<file path="src/rtl/tx_seq_pkg.sv">
// Shared constants for the transmit start sequencer.
// Assumes: one timer per delayed action, indexed by the enum below.
package tx_seq_pkg;
    localparam int unsigned DLY_W_DEF   = 10;  // delay counter width
    localparam int unsigned SYM_DIV_DEF = 48;  // reference clocks per symbol
    localparam int unsigned N_TIMERS    = 2;

    typedef enum int unsigned {
        TMR_EN   = 0,  // drives the enable output
        TMR_PLAY = 1   // starts playout
    } tmr_idx_e;
endpackage

</file>
<file path="src/rtl/tx_dly_timer.sv">
// One-shot delay timer. A load pulse captures the delay value. fire is high
// during the cycle whose following edge is the delay+1-th edge after the load.
// Assumes clr takes priority over load.
module tx_dly_timer #(
    parameter int unsigned W = 10
) (
    input  logic         clk,
    input  logic         rst_n,
    input  logic         clr,
    input  logic         load,
    input  logic [W-1:0] dly,
    output logic         fire
);
    logic [W-1:0] cnt;
    logic         run;

    // Count down the loaded delay and stop after firing.
    always_ff @(posedge clk) begin
        if (!rst_n) begin
            run <= 1'b0;
            cnt <= '0;
        end else if (clr) begin
            run <= 1'b0;
            cnt <= '0;
        end else if (load) begin
            run <= 1'b1;
            cnt <= dly;
        end else if (run) begin
            if (cnt == '0) run <= 1'b0;
            else           cnt <= cnt - 1'b1;
        end
    end

    // Expiry indication for the owner of this timer.
    always_comb fire = run && (cnt == '0);
endmodule

</file>
<file path="src/rtl/tx_sym_div.sv">
// Symbol-rate divider. It restarts on the start pulse and marks a due edge
// at that pulse and every DIV clocks after it. Assumes DIV >= 2.
module tx_sym_div #(
    parameter int unsigned DIV = 48
) (
    input  logic clk,
    input  logic rst_n,
    input  logic clr,
    input  logic start,
    output logic due
);
    localparam int unsigned CNT_W = $clog2(DIV);
    localparam logic [CNT_W-1:0] LAST = CNT_W'(DIV - 1);

    logic [CNT_W-1:0] cnt;
    logic             playing;

    // Run the modulo-DIV phase counter while playout is active.
    always_ff @(posedge clk) begin
        if (!rst_n) begin
            playing <= 1'b0;
            cnt     <= '0;
        end else if (clr) begin
            playing <= 1'b0;
            cnt     <= '0;
        end else if (start) begin
            playing <= 1'b1;
            cnt     <= '0;
        end else if (playing) begin
            cnt <= (cnt == LAST) ? '0 : cnt + 1'b1;
        end
    end

    // A symbol is due at the start pulse and at each wrap of the phase.
    always_comb due = !clr && (start || (playing && cnt == LAST));
endmodule

</file>
<file path="src/rtl/tx_playout.sv">
// Playout stage. On a due edge it pops one bit from a fall-through FIFO,
// or flags underrun when the FIFO is empty. Assumes fifo_dout is valid
// whenever fifo_empty is low.
module tx_playout (
    input  logic clk,
    input  logic rst_n,
    input  logic due,
    input  logic restart,
    input  logic fifo_empty,
    input  logic fifo_dout,
    output logic fifo_rd,
    output logic mod_bit,
    output logic mod_vld,
    output logic underrun
);
    // Pop only when a symbol is due and a bit is waiting.
    always_comb fifo_rd = due && !fifo_empty;

    // Capture the popped bit and raise its strobe; keep the bit otherwise.
    always_ff @(posedge clk) begin
        if (!rst_n) begin
            mod_bit <= 1'b0;
            mod_vld <= 1'b0;
        end else begin
            mod_vld <= fifo_rd;
            if (fifo_rd) mod_bit <= fifo_dout;
        end
    end

    // Sticky underrun, cleared by a new start edge.
    always_ff @(posedge clk) begin
        if (!rst_n)                   underrun <= 1'b0;
        else if (restart)             underrun <= 1'b0;
        else if (due && fifo_empty)   underrun <= 1'b1;
    end
endmodule

</file>
<file path="src/rtl/tx_start_seq.sv">
// Timed transmit start sequencer (top). It detects the rising edge of
// tx_start, runs two independent delay timers from it (enable and playout),
// and plays out FIFO bits at one per SYM_DIV clocks. A low tx_start aborts.
// Assumes tx_start is synchronous to clk.
module tx_start_seq
    import tx_seq_pkg::*;
#(
    parameter int unsigned DLY_W   = DLY_W_DEF,
    parameter int unsigned SYM_DIV = SYM_DIV_DEF
) (
    input  logic             clk,
    input  logic             rst_n,
    input  logic             tx_start,
    input  logic [DLY_W-1:0] en_dly,
    input  logic [DLY_W-1:0] play_dly,
    input  logic             fifo_empty,
    input  logic             fifo_dout,
    output logic             fifo_rd,
    output logic             tx_en,
    output logic             mod_bit,
    output logic             mod_vld,
    output logic             underrun
);
    logic             start_q;
    logic             start_rise;
    logic             abort;
    logic             due;
    logic [DLY_W-1:0] dly_sel [N_TIMERS];
    logic [N_TIMERS-1:0] fire;

    // Remember the previous sample of the start request.
    always_ff @(posedge clk) begin
        if (!rst_n) start_q <= 1'b0;
        else        start_q <= tx_start;
    end

    // Start edge and abort conditions.
    always_comb begin
        start_rise = tx_start && !start_q;
        abort      = !tx_start;
    end

    // Route each delay input to its timer.
    always_comb begin
        dly_sel[TMR_EN]   = en_dly;
        dly_sel[TMR_PLAY] = play_dly;
    end

    for (genvar t = 0; t < N_TIMERS; t++) begin : g_tmr
        tx_dly_timer #(.W(DLY_W)) tmr_i (
            .clk   (clk),
            .rst_n (rst_n),
            .clr   (abort),
            .load  (start_rise),
            .dly   (dly_sel[t]),
            .fire  (fire[t])
        );
    end

    // Enable rises when its timer expires and falls with the request.
    always_ff @(posedge clk) begin
        if (!rst_n)             tx_en <= 1'b0;
        else if (abort)         tx_en <= 1'b0;
        else if (fire[TMR_EN])  tx_en <= 1'b1;
    end

    tx_sym_div #(.DIV(SYM_DIV)) div_i (
        .clk   (clk),
        .rst_n (rst_n),
        .clr   (abort),
        .start (fire[TMR_PLAY]),
        .due   (due)
    );

    tx_playout play_i (
        .clk        (clk),
        .rst_n      (rst_n),
        .due        (due),
        .restart    (start_rise),
        .fifo_empty (fifo_empty),
        .fifo_dout  (fifo_dout),
        .fifo_rd    (fifo_rd),
        .mod_bit    (mod_bit),
        .mod_vld    (mod_vld),
        .underrun   (underrun)
    );
endmodule

</file>
<file path="config.mk">
export PLATFORM = sky130hd
export DESIGN_NAME = tx_start_seq
export DESIGN_NICKNAME = d
export VERILOG_FILES = /design/src/rtl/tx_seq_pkg.sv /design/src/rtl/tx_dly_timer.sv /design/src/rtl/tx_sym_div.sv /design/src/rtl/tx_playout.sv /design/src/rtl/tx_start_seq.sv
export SDC_FILE = /design/constraint.sdc
export NUM_CORES = 1
export LEC_CHECK = 0
export ABC_AREA = 1
export CAP_MARGIN = 30
export CELL_PAD_IN_SITES_DETAIL_PLACEMENT = 1
export CELL_PAD_IN_SITES_GLOBAL_PLACEMENT = 1
export CORE_MARGIN = 3
export CORE_UTILIZATION = 34
export CTS_CLUSTER_DIAMETER = 30
export DETAILED_ROUTE_END_ITERATION = 10
export PLACE_DENSITY_LB_ADDON = 0.1
export SLEW_MARGIN = 20
export SYNTH_ARGS = -nofsm -noshare
export SYNTH_HDL_FRONTEND = slang
export SYNTH_SLANG_ARGS = --single-unit
</file>
<file path="constraint.sdc">
create_clock -name clk -period 1.65 [get_ports clk]
set_clock_uncertainty 0.2 [all_clocks]
set_input_delay 0.165 -clock clk [delete_from_list [all_inputs] [get_ports clk]]
set_output_delay 0.165 -clock clk [all_outputs]
set_load 0.02 [all_outputs]
</file>
# After elaboration in Yosys (flattened, before gate mapping)
# Cells that the tools add are included.
[totals]
reg_bits = 34
inputBits = 25
output_inout_bits = 5
word_cells = 51
[op_classes]
add_sub_neg = 3
eq_ne = 3
mux = 13
bitwise_logic = 2
reduce_logical = 19
[ops]
columns = ["op", "n"]
rows = [
  ["10-bit 2-to-1 mux", 6],
  ["10-bit logical NOT", 2],
  ["10-bit by 1-bit subtractor with 10-bit output (second input constant)", 2],
  ["1-bit logical AND", 7],
  ["6-bit by 1-bit adder with 6-bit output (second input constant)", 1],
  ["6-bit == test (second input constant)", 1],
  ["1-bit 2-to-1 mux", 6],
  ["6-bit 2-to-1 mux", 1],
  ["2-bit AND reduction", 3],
  ["2-bit nonzero test", 2],
  ["3-bit OR reduction", 1],
  ["1-bit logical NOT", 2],
  ["2-bit by 1-bit != test with 1-bit output (second input constant)", 1],
  ["2-bit != test (second input constant)", 1],
  ["1-bit inverter", 2],
  ["2-bit OR reduction", 1],
  ["1-bit logical OR", 1],
]

# Longest topological paths before layout
[depth]
ltp_word = 5
depth_mapped = 10
depth_no_buf = 10

# By module
# From an unflattened synthesis, not the netlist that was laid out.
[unflattened]
cells_unflattened = 332
hier_area_um2 = 2040.7
[by_module_without_submodules]
columns = ["mod", "n_inst", "cells_per_inst", "area_per_inst_um2", "seq_area_each_um2"]
rows = [
  ["tx_dly_timer", 2, 130, 757.0, 220.2],
  ["tx_sym_div", 1, 48, 346.6, 140.1],
  ["tx_playout", 1, 16, 117.6, 60.1],
  ["tx_start_seq", 1, 8, 62.6, 40.0],
]

# Worst setup path before layout
# No wires, ideal clock.
[synth_path]
kind = "register -> output"
from = "register g_tmr[1].tmr_i.cnt[0]"
to = "output port fifo_rd"
arrival_ps = 1258
required_ps = 1285
slack_ps = 27
stages_incl_launch_ff = 9
n_path_buf = 0
path_cell_list = "dfxtp_1 > inv_1 > ha_1 > nand2_1 > nor2_4 > nand3_4 > nand2_2 > nand3_2 > inv_1"
[synth_via]
elab_chain_cells = 5
[synth_rtl]
columns = ["element", "line_no", "rtl"]
rows = [
  ["from (decl)", "tx_dly_timer.sv:14", "logic [W-1:0] cnt;"],
  ["from (signal assigned)", "tx_dly_timer.sv:27", "cnt <= dly;"],
  ["from (signal assigned)", "tx_dly_timer.sv:30", "else cnt <= cnt - 1'b1;"],
  ["10-bit logical NOT", "tx_dly_timer.sv:35", "always_comb fire = run && (cnt == '0);"],
  ["1-bit logical AND", "tx_dly_timer.sv:35", ""],
  ["1-bit logical OR", "tx_sym_div.sv:35", "always_comb due = !clr && (start || (playing && cnt == LAST));"],
  ["1-bit logical AND", "tx_sym_div.sv:35", ""],
  ["1-bit logical AND", "tx_playout.sv:17", "always_comb fifo_rd = due && !fifo_empty;"],
  ["to (decl)", "tx_start_seq.sv:18", "output logic fifo_rd,"],
]
# Every way passes these cells.

# Worst setup path in the final report
# Same ends and word-level chain as after synthesis.

==> results.md <==
- Outcome: finished, violations left
- Failing checks: negative setup slack
- Clock transition at path regs: about 0.070 ns
- FP Rows: 27
- DR pass1 iterations: 4
- Hold buffer count at cts: 0
- Most common cell in the synthesized netlist: nand2_1
- Global-route wire length before repair: between 9000 and 10000 um
- Final Max Slew Viols: 0
- Post-synth top cells: nand2_1 (79), dfxtp_1 (34), nand3_1 (31), nor2_1 (30), inv_1 (28)
- DRT iter0 DRCs: 67
- Synth Register Bits: 34
- Sequential area share after synthesis: 34.00%
- Worst min path class: reg2reg
- Fin nets: between 400 and 500
- RSZ-0062 raised after global routing: yes
- Ratio of cells with drive above 1 in the final layout: roughly a third
- Die area: 6845 um^2
- H-tree depth: 2
- Max_slew headroom: 83.66%
- Max Freq: approximately 550 MHz
- Critical path launch point type: flop
- Synth top area cells: dfxtp_1 (34%), nand2_1 (15%), nand3_1 (7.8%)
- Post-DP HPWL: between 4000 and 5000 um
- Die span in x: about 83 um
- CTS tree: done
- Power Density: between 700 and 800 nW/um^2
- GRT overflow: 0
- P_sw: about 0.80 mW
- Seq pwr share: roughly two fifths
- Largest net degree at the start of global routing: 13
- Switching share of power: around 35%
- GR Util All Layers: 19.06%
- Die Height: a little over 80 um
- Netlist cell types: 34
- Critical R2R Capture: g_tmr[1].tmr_i.cnt[5]
- Core Util, Final: a little over half
- Critical path fanouts, max: 2
- Final worst-path cycle share: 109.9%
- Post-Route WL: approximately 6200 um
- Logic pwr share: a little over a third
- Worst R2R Path Depth: 10
- WL/cell: 13.77 um
- CTS buffer count: 5
- Post-route minimum period: ~1.8 ns
- Kind of critical path: reg2out
- Clk_lat worst skew: 0.29 ns
- Post-Synthesis Cells: around 290
- Via density: between 4 and 5
- Clock Power Share: between 20% and 30%
- Worst setup EP type: output pin
- VDD IR max: around 0.44 mV
- Initial antenna violation count: 0
- Post-synth ARST share: 0%
- Setup-failing EPs final: 5
- Vias post-DR: around 2200
- Number of flops mapped to enable cells by yosys: 0
- # clock sinks: 34
- Number of global-route vias before repair: ~2200
- WHS Endpoint: play_i.underrun
- Post-Place Worst Slack: -0.5098 ns
- Max Cap Viol: 0
- WHS Path Cells: 2
- ANT nets after route: 0
- Top cell type by total area after synthesis: dfxtp_1
- Root Buffer: clkbuf_8
- YS warnings: 0
- WP data arrival: around 1.5 ns
- Core Footprint: about 5600 um^2
- Worst setup startpoint: g_tmr[1].tmr_i.cnt[0]
- Synth top area share: between 30 and 40%
- Ports: 30
- LEAKAGE: between 1 and 1.5 nW
- Final worst slack: -0.1626 ns
- Buffers on Ports: 29
- Reg-to-Reg Start: g_tmr[1].tmr_i.cnt[0]
- Fin. Hold Viols: 0
- Crit path required time: 1.28 ns
- Slew @ Worst Pin: approximately 0.24 ns
- Initial Utilization: between 30 and 40%
- Area delta synth->final: 49.88%
- Average size of a mapped cell: approximately 7 um^2
- R2r setup slk: -0.03 ns
- Hold_sp: play_i.underrun
- Max Root-Sink Buffers: 2
- Hold Slack: approximately 0.26 ns
- Synth Flop Type: dfxtp_1
- Mapped Area: about 2000 um^2
- Internal power: between 1.5 and 2 mW
- GP Congestion: ~0.81
- N_diodes: 0
- DRC viols: 0
- Syn Nets: 321
cell families after synthesis:
logic type / after synthesis / share of synthesized area [%]
buf+inv: 41 / 9.437
xor+xnor: 6 / 2.625
compound gates: 38 / 10.00
fa+ha+maj: 3 / 1.875
simple gates: 171 / 42.06
flops: 34 / 34.00
power by group through the flow:
| stage | clock (mW) | combinational, mW | sequential (mW) |
|---|---|---|---|
| 2_1_floorplan | 0 | 0.436 | 0.908 |
| 3_3_place_gp | 0 | 0.725 | 0.905 |
| 3_5_place_dp | 0 | 0.744 | 0.907 |
| 4_1_cts | 0.611 | 0.802 | 0.889 |
| 5_1_grt | 0.662 | 0.922 | 0.898 |
| 6_report | 0.600 | 0.834 | 0.891 |
state kept, by name, indices dropped and copies added, names as in the netlist:
name	flops
play_i.mod_vld	1
div_i.playing	1
g_tmr.tmr_i.run	2
g_tmr.tmr_i.cnt	20
start_q	1
play_i.mod_bit	1
div_i.cnt	6
play_i.underrun	1
tx_en	1
metrics by stage:
step | instances | power [mW] | TNS, ns | area (um^2)
detailed placement | 438 | 1.651 | -3.923 | 2721
CTS | 450 | 2.302 | -0.6857 | 2910
global route | 450 | 2.482 | -1.249 | 3000
global placement | 438 | 1.630 | -2.927 | 2721
finish | 450 | 2.325 | -0.2864 | 3000
floorplan | 293 | 1.344 | 0 | 2002
timing repair:
item                                    4_1_cts  5_1_grt
cloned                                        1        0
setup buffers                                 4        1
resized for setup                            26       24
pin swaps                                     7       15
endpoints found under the setup margin       22       28
how the worst max path moves through the flow:
| stage | to |
|---|---|
| 2_1_floorplan | fifo_rd |
| 3_3_place_gp | fifo_rd |
| 3_5_place_dp | fifo_rd |
| 4_1_cts | fifo_rd |
| 5_1_grt | fifo_rd |
| 6_report | fifo_rd |
routing by layer:
layer	track usage, %	wire length, um	vias up	share of wire, %
met5	0	0	-	0
met4	3.758	72	0	1.2
met3	4.664	182	6	2.9
met2	33.57	3067	28	49
met1	23.52	2875	1017	46
li1	-	-	1109	-
cell type report:
cell class,count,area [um^2]
Clock inverter,2,10.01
Clock buffer,5,68.82
Tap cell,72,90.09
Sequential cell,34,686.9
Multi-Input combinational cell,219,1285
Timing Repair Buffer,84,726.9
Inverter,34,132.6
Fill cell,734,2608
critical path, stage by stage (launching register included):
cell and delay [ns]:
dfxtp_2 0.33, inv_2 0.08, ha_4 0.15, nand2_4 0.06, nor2_4 0.14, nand3_4 0.09
nand2_4 0.08, nand3_4 0.06, inv_2 0.06, buf_6 0.10
cells in the final DEF (no fill, tap or decap), types with 4 or more instances in the layout:
master / synthesis / final
a21oi_1: 14 / 13
buf_4: 1 / 52
clkbuf_8: 0 / 5
clkdlybuf4s50_1: 0 / 27
dfxtp_1: 34 / 29
dfxtp_2: 0 / 5
inv_1: 28 / 23
inv_2: 4 / 9
nand2_1: 79 / 74
nand2_2: 5 / 7
nand2_4: 2 / 5
nand3_1: 31 / 26
nand3_2: 2 / 5
nor2_1: 30 / 27
nor2_2: 2 / 5
nor2_4: 5 / 5
o21ai_0: 11 / 10
o21ai_1: 8 / 9
xnor2_1: 4 / 4
No activity file was read; power rests on OpenSTA's default activity.
